## config.mk

```make
export PLATFORM = sky130hd
export DESIGN_NAME = phy_ind_bridge
export DESIGN_NICKNAME = d
export VERILOG_FILES = /design/src/rtl/phy_bridge_pkg.sv /design/src/rtl/phy_bridge_ctrl.sv /design/src/rtl/phy_bridge_data.sv /design/src/rtl/phy_ind_bridge.sv
export SDC_FILE = /design/constraint.sdc
export NUM_CORES = 1
export LEC_CHECK = 0
export CAP_MARGIN = 40
export CORE_MARGIN = 4
export CORE_UTILIZATION = 25
export CTS_CLUSTER_SIZE = 28
export DETAILED_ROUTE_END_ITERATION = 7
export GPL_ROUTABILITY_DRIVEN = 0
export PLACE_DENSITY_LB_ADDON = 0.2
export SLEW_MARGIN = 20
export SYNTH_ARGS = -nofsm -noshare
export SYNTH_HDL_FRONTEND = slang
export SYNTH_SLANG_ARGS = --single-unit
```

## constraint.sdc

```tcl
create_clock -name clk_i -period 1.88 [get_ports clk_i]
set_input_delay 0.282 -clock clk_i [delete_from_list [all_inputs] [get_ports clk_i]]
set_output_delay 0.282 -clock clk_i [all_outputs]
set_load 0.1 [all_outputs]
```

## src/rtl/phy_bridge_pkg.sv

```systemverilog
package phy_bridge_pkg;
  typedef enum logic [1:0] {
    SEL_NONE = 2'd0,
    SEL_CMD  = 2'd1,
    SEL_DATA = 2'd2
  } reg_sel_e;
endpackage

```

## src/rtl/phy_bridge_ctrl.sv

```systemverilog
module phy_bridge_ctrl #(
  parameter int PHY_AW = 8
) (
  input  logic              clk_i,
  input  logic              rst_ni,
  input  logic              cmd_wr_i,
  input  logic              cmd_we_i,
  input  logic [PHY_AW-1:0] cmd_addr_i,
  input  logic              phy_ack_i,
  output logic              busy_o,
  output logic              err_o,
  output logic              cmd_we_o,
  output logic [PHY_AW-1:0] cmd_addr_o,
  output logic              done_o
);
  logic              busy_q, err_q, we_q;
  logic [PHY_AW-1:0] addr_q;

  always_ff @(posedge clk_i or negedge rst_ni) begin
    if (!rst_ni) begin
      busy_q <= 1'b0;
      err_q  <= 1'b0;
      we_q   <= 1'b0;
      addr_q <= '0;
    end else begin
      if (busy_q && phy_ack_i) busy_q <= 1'b0;
      if (cmd_wr_i) begin
        if (busy_q) begin
          err_q <= 1'b1;
        end else begin
          err_q  <= 1'b0;
          busy_q <= 1'b1;
          we_q   <= cmd_we_i;
          addr_q <= cmd_addr_i;
        end
      end
    end
  end

  assign busy_o     = busy_q;
  assign err_o      = err_q;
  assign cmd_we_o   = we_q;
  assign cmd_addr_o = addr_q;
  assign done_o     = busy_q & phy_ack_i;
endmodule

```

## src/rtl/phy_bridge_data.sv

```systemverilog
module phy_bridge_data #(
  parameter int PHY_DW = 8
) (
  input  logic              clk_i,
  input  logic              rst_ni,
  input  logic              wr_i,
  input  logic [PHY_DW-1:0] wdata_i,
  input  logic              busy_i,
  input  logic              load_i,
  input  logic [PHY_DW-1:0] load_data_i,
  output logic [PHY_DW-1:0] data_o
);
  logic [PHY_DW-1:0] data_q;

  always_ff @(posedge clk_i or negedge rst_ni) begin
    if (!rst_ni)             data_q <= '0;
    else if (load_i)         data_q <= load_data_i;
    else if (wr_i && !busy_i) data_q <= wdata_i;
  end

  assign data_o = data_q;
endmodule

```

## src/rtl/phy_ind_bridge.sv

```systemverilog
module phy_ind_bridge
  import phy_bridge_pkg::*;
#(
  parameter int                 HOST_AW  = 12,
  parameter int                 HOST_DW  = 32,
  parameter int                 PHY_AW   = 8,
  parameter int                 PHY_DW   = 8,
  parameter logic [HOST_AW-1:0] CMD_OFF  = 12'h300,
  parameter logic [HOST_AW-1:0] DATA_OFF = 12'h304
) (
  input  logic               clk_i,
  input  logic               rst_ni,
  input  logic               host_wr_i,
  input  logic [HOST_AW-1:0] host_addr_i,
  input  logic [HOST_DW-1:0] host_wdata_i,
  output logic [HOST_DW-1:0] host_rdata_o,
  output logic               phy_req_o,
  output logic               phy_we_o,
  output logic [PHY_AW-1:0]  phy_addr_o,
  output logic [PHY_DW-1:0]  phy_wdata_o,
  input  logic [PHY_DW-1:0]  phy_rdata_i,
  input  logic               phy_ack_i
);
  localparam int WE_BIT   = PHY_AW;
  localparam int BUSY_BIT = PHY_AW + 1;
  localparam int ERR_BIT  = PHY_AW + 2;

  reg_sel_e          sel;
  logic              busy, err, cmd_we, done;
  logic [PHY_AW-1:0] cmd_addr;
  logic [PHY_DW-1:0] data_q;
  logic              unused_wdata;

  always_comb begin
    if (host_addr_i == CMD_OFF)       sel = SEL_CMD;
    else if (host_addr_i == DATA_OFF) sel = SEL_DATA;
    else                              sel = SEL_NONE;
  end

  phy_bridge_ctrl #(.PHY_AW(PHY_AW)) u_ctrl (
    .clk_i      (clk_i),
    .rst_ni     (rst_ni),
    .cmd_wr_i   (host_wr_i && sel == SEL_CMD),
    .cmd_we_i   (host_wdata_i[WE_BIT]),
    .cmd_addr_i (host_wdata_i[PHY_AW-1:0]),
    .phy_ack_i  (phy_ack_i),
    .busy_o     (busy),
    .err_o      (err),
    .cmd_we_o   (cmd_we),
    .cmd_addr_o (cmd_addr),
    .done_o     (done)
  );

  phy_bridge_data #(.PHY_DW(PHY_DW)) u_data (
    .clk_i       (clk_i),
    .rst_ni      (rst_ni),
    .wr_i        (host_wr_i && sel == SEL_DATA),
    .wdata_i     (host_wdata_i[PHY_DW-1:0]),
    .busy_i      (busy),
    .load_i      (done && !cmd_we),
    .load_data_i (phy_rdata_i),
    .data_o      (data_q)
  );

  always_comb begin
    host_rdata_o = '0;
    unique case (sel)
      SEL_CMD: begin
        host_rdata_o[PHY_AW-1:0] = cmd_addr;
        host_rdata_o[WE_BIT]     = cmd_we;
        host_rdata_o[BUSY_BIT]   = busy;
        host_rdata_o[ERR_BIT]    = err;
      end
      SEL_DATA: host_rdata_o[PHY_DW-1:0] = data_q;
      default:  host_rdata_o = '0;
    endcase
  end

  assign phy_req_o    = busy;
  assign phy_we_o     = cmd_we;
  assign phy_addr_o   = cmd_addr;
  assign phy_wdata_o  = data_q;
  assign unused_wdata = ^host_wdata_i;
endmodule

```

==> results.md <==
- Overflow left after global routing: 0
- Library cell with the largest summed area after synthesis: sky130_fd_sc_hd__dfrtp_1
- Count of unique library cells instantiated by Yosys: 19
- Floorplan row count: 24
- Final design instance area without fill: 2170 µm²
- End of the worst register-to-register path: u_data.data_o[7]$_DFFE_PN0P_
- Cell with the most instances after synthesis: sky130_fd_sc_hd__mux2_2
- Family with the most delay on the worst path: simple AND/OR/NAND/NOR gates
- Cell Area, Synth: between 1000 and 1500 µm²
- Aggregate global-route resource usage: 0.120
- Pin count of the biggest net entering global routing: 20
- Port Buffer Count: 61
- Start of the worst register-to-register path: u_ctrl.busy_o$_DFF_PN0_
- Detailed route wirelength on metal2: 1.95 mm
- Relative contribution of combinational cells to total power: 0.393
- Vias after detailed routing: 994
- Total length of routed met3 wires: 220 µm
- Clock root cell: sky130_fd_sc_hd__clkbuf_8
- Die height: 75.7 µm
- Internal power component: 688 µW
- Uppermost layer routed: met4
- Worst-case clock skew: about 5.5 ps
- Final HPWL from detailed placement: 2.75 mm
- Wire length after detailed routing: 3.47 mm
- Routed Antenna Nets: 0
- Highest clock frequency the design can meet: 0.463 GHz
- Critical-path cell list: buf_6, or4_4, or3_4, nor2_4, buf_12, a22o_4, buf_12
- Max_cap viols: 0
- Worst Setup Path Type: input port to output port
- Clock Power Share: 0.238
- Switch share: 0.430
- Clock sinks: 19
- Cell with the largest stage delay on the worst path: sky130_fd_sc_hd__or4_4
- Number of slew-limit violations in the final report: 0
- IR Drop Worst-Case VDD: ~0.27 mV
- Register clock-pin slew on the reported worst setup and hold paths: 80 ps
- DRC violation count after routing: 0
- Number of H-tree branching levels: 1
- Fraction of layout instances using a drive strength above 1: 0.594
- Antenna diode count: 0
- Core Footprint: 4380 µm²
- Fin crit share: 1.15
- Filler instances: 394
- Worst Setup End Kind: output port
- Failing checks: negative setup slack
- Leakage power summed over all cells: 0.00107 µW
- Worst setup margin: -282 ps
- Final cell count without fillers: 227
- Outcome: finished with violations
- Vias per inst: 4.38
- Power density over cell area: roughly 560 nW/µm²
- Most Frequent Cell on Critical Path: sky130_fd_sc_hd__buf_12
- Routed length on met1: 1.29 mm
- Final number of setup-violating endpoints: 28
- Critical path launch point type: input port
- Area of placed instances: 2070 µm²
- EDFF count, synth: 0
- Initial core utilization: 0.261
- Final net count: 232
- Final Hold Fails: 0
- Endpoint required time on the critical path: 1600 ps
- Combined area of the multi-input logic cells: 734 µm²
- Wirelength per Cell: approximately 15 µm
- Clock latency at the later pin of the worst-skew pair: 250 ps
- Synth top area share: 0.415
- Count of TritonRoute iterations in the first routing pass: 2
- Worst hold path type: input port to asynchronous set/reset pin
- I/O pin cnt: about 110
- Largest fanout on the critical path: 8
- Clock tree from TritonCTS: yes
- Pre-CTS setup slack: -649 ps
- RSZ-0062 raised after global routing: true
- Async set or reset register ratio after synthesis: 1.00
- Depth of the most critical reg-to-reg path: 5
- Total Die Area: 5730 µm²
- Longest individual stage delay on the worst path: ~520 ps
- Net load switching power: 518 µW
- Die X-Extent: 75.7 µm
- Number of antenna violations at the first check in global routing: 0
- Number of flip-flops and latches in the synthesized netlist: 19
- TritonCTS Buffers: 3
- Wire length of the first global-routing pass: 5.14 mm
- Sequential element share of the synthesized area: 0.415
- Number of global-route vias before repair: between 1000 and 1500
- Fraction of power consumed by sequential logic: 0.369
- Cell count after synthesis: 94
- P&R area growth vs syn: 89.3%
- Final critical path time including I/O delays and setup: 2160 ps
- Post-placement cell count: 220
- Top post-synthesis cells by count: sky130_fd_sc_hd__mux2_2, sky130_fd_sc_hd__buf_4, sky130_fd_sc_hd__dfrtp_1, sky130_fd_sc_hd__a22o_1
- Primary flip-flop cell chosen by synthesis mapping: sky130_fd_sc_hd__dfrtp_1
- Footprint of the flip-flops and latches: 480 µm²
- Count of synthesis-stage warnings from yosys: 0
- Buffers from clock root to sink, at most: 2
- DRT iter0 DRCs: 16
- Worst EP arrival: 1880 ps
- Top cells by area in the synthesized netlist: sky130_fd_sc_hd__dfrtp_1, sky130_fd_sc_hd__mux2_2, sky130_fd_sc_hd__buf_4
- Buffers and inverters on the worst path: 3
- Register-to-register path setup slack: roughly 270 ps
- Average instance area after synthesis: 12.2 µm²
-- worst max-delay path by stage --
| stage | start | to | slack, ps | depth (start not counted) |
|---|---|---|---|---|
| 6_report | host_addr_i[7] | host_rdata_o[4] | -280 | 7 |
| 5_1_grt | host_addr_i[7] | host_rdata_o[4] | -320 | 7 |
| 3_3_place_gp | host_addr_i[5] | host_rdata_o[10] | -620 | 7 |
| 2_1_floorplan | host_addr_i[5] | host_rdata_o[9] | -400 | 3 |
| 4_1_cts | host_addr_i[0] | host_rdata_o[7] | -310 | 7 |
| 3_5_place_dp | host_addr_i[5] | u_data.data_o[6]$_DFFE_PN0P_ | -650 | 7 |
-- state kept, by name, indices dropped and copies added, names as in the netlist --
| name | count |
|---|---|
| u_ctrl.cmd_addr_o | 8 |
| u_data.data_o | 8 |
| u_ctrl.busy_o | 1 |
| u_ctrl.cmd_we_o | 1 |
| u_ctrl.err_o | 1 |
-- worst reg2reg max path: stages, from the launching register on --
cell and delay [ps]:
sky130_fd_sc_hd__dfrtp_2 420, sky130_fd_sc_hd__inv_1 260, sky130_fd_sc_hd__nand3_1 190, sky130_fd_sc_hd__o21ai_4 170, sky130_fd_sc_hd__buf_12 150, sky130_fd_sc_hd__mux2_4 300
-- cell usage in the layout (no fill, tap or decap), types with 3 or more instances in the layout --
master and count:
sky130_fd_sc_hd__dfrtp_1 17, sky130_fd_sc_hd__clkdlybuf4s50_1 24, sky130_fd_sc_hd__conb_1 21, sky130_fd_sc_hd__buf_6 6, sky130_fd_sc_hd__mux2_4 8, sky130_fd_sc_hd__buf_4 30
sky130_fd_sc_hd__a22o_4 8, sky130_fd_sc_hd__buf_2 4, sky130_fd_sc_hd__clkbuf_8 3, sky130_fd_sc_hd__buf_12 13, sky130_fd_sc_hd__mux2_2 18
-- through the flow --
stage                     total power, µW  utilization  TNS, ps  hold WS, ps
after floorplan                       834            -    -4690        -13.6
after global placement                925        0.472   -17320          494
after detailed placement              928        0.472   -18070          501
after CTS                            1210        0.489    -4730          359
after global routing                 1250        0.494    -6720          369
final                                1210        0.494    -5870          349
-- cell type report --
class | instances | area share
clock buffers | 3 | 0.0191
clock inverters | 1 | 0.00231
inverters | 2 | 0.00346
multi-input cells | 71 | 0.339
flip-flops and latches | 19 | 0.222
well taps | 52 | 0.0300
repair buffers | 79 | 0.385
-- cell families after synthesis --
kind of cell | synth area share
buf+inv | 0.151
compound gates | 0.0798
other cells | 0.00328
flops | 0.415
mux | 0.256
simple gates | 0.0951
-- power groups by stage --
stage | Combinational (µW) | Clock, µW | Sequential [µW]
floorplan | 255 | 0 | 579
global placement | 472 | 0 | 453
detailed placement | 475 | 0 | 453
CTS | 473 | 292 | 445
global route | 489 | 318 | 448
finish | 474 | 287 | 446
-- repair_timing --
item	4_1_cts	5_1_grt
pin swaps	6	6
setup buffers	1	1
cloned	1	0
hold buffers	0	0
endpoints found under the setup margin	30	26
resized for setup	28	3
-- per-layer routing --
metal | track usage | vias up
met2 | 0.224 | 40
met4 | 0.0311 | 0
li1 | - | 462
met1 | 0.139 | 490
met5 | 0 | -
met3 | 0.0237 | 2
(Power assumes the default switching activity.)
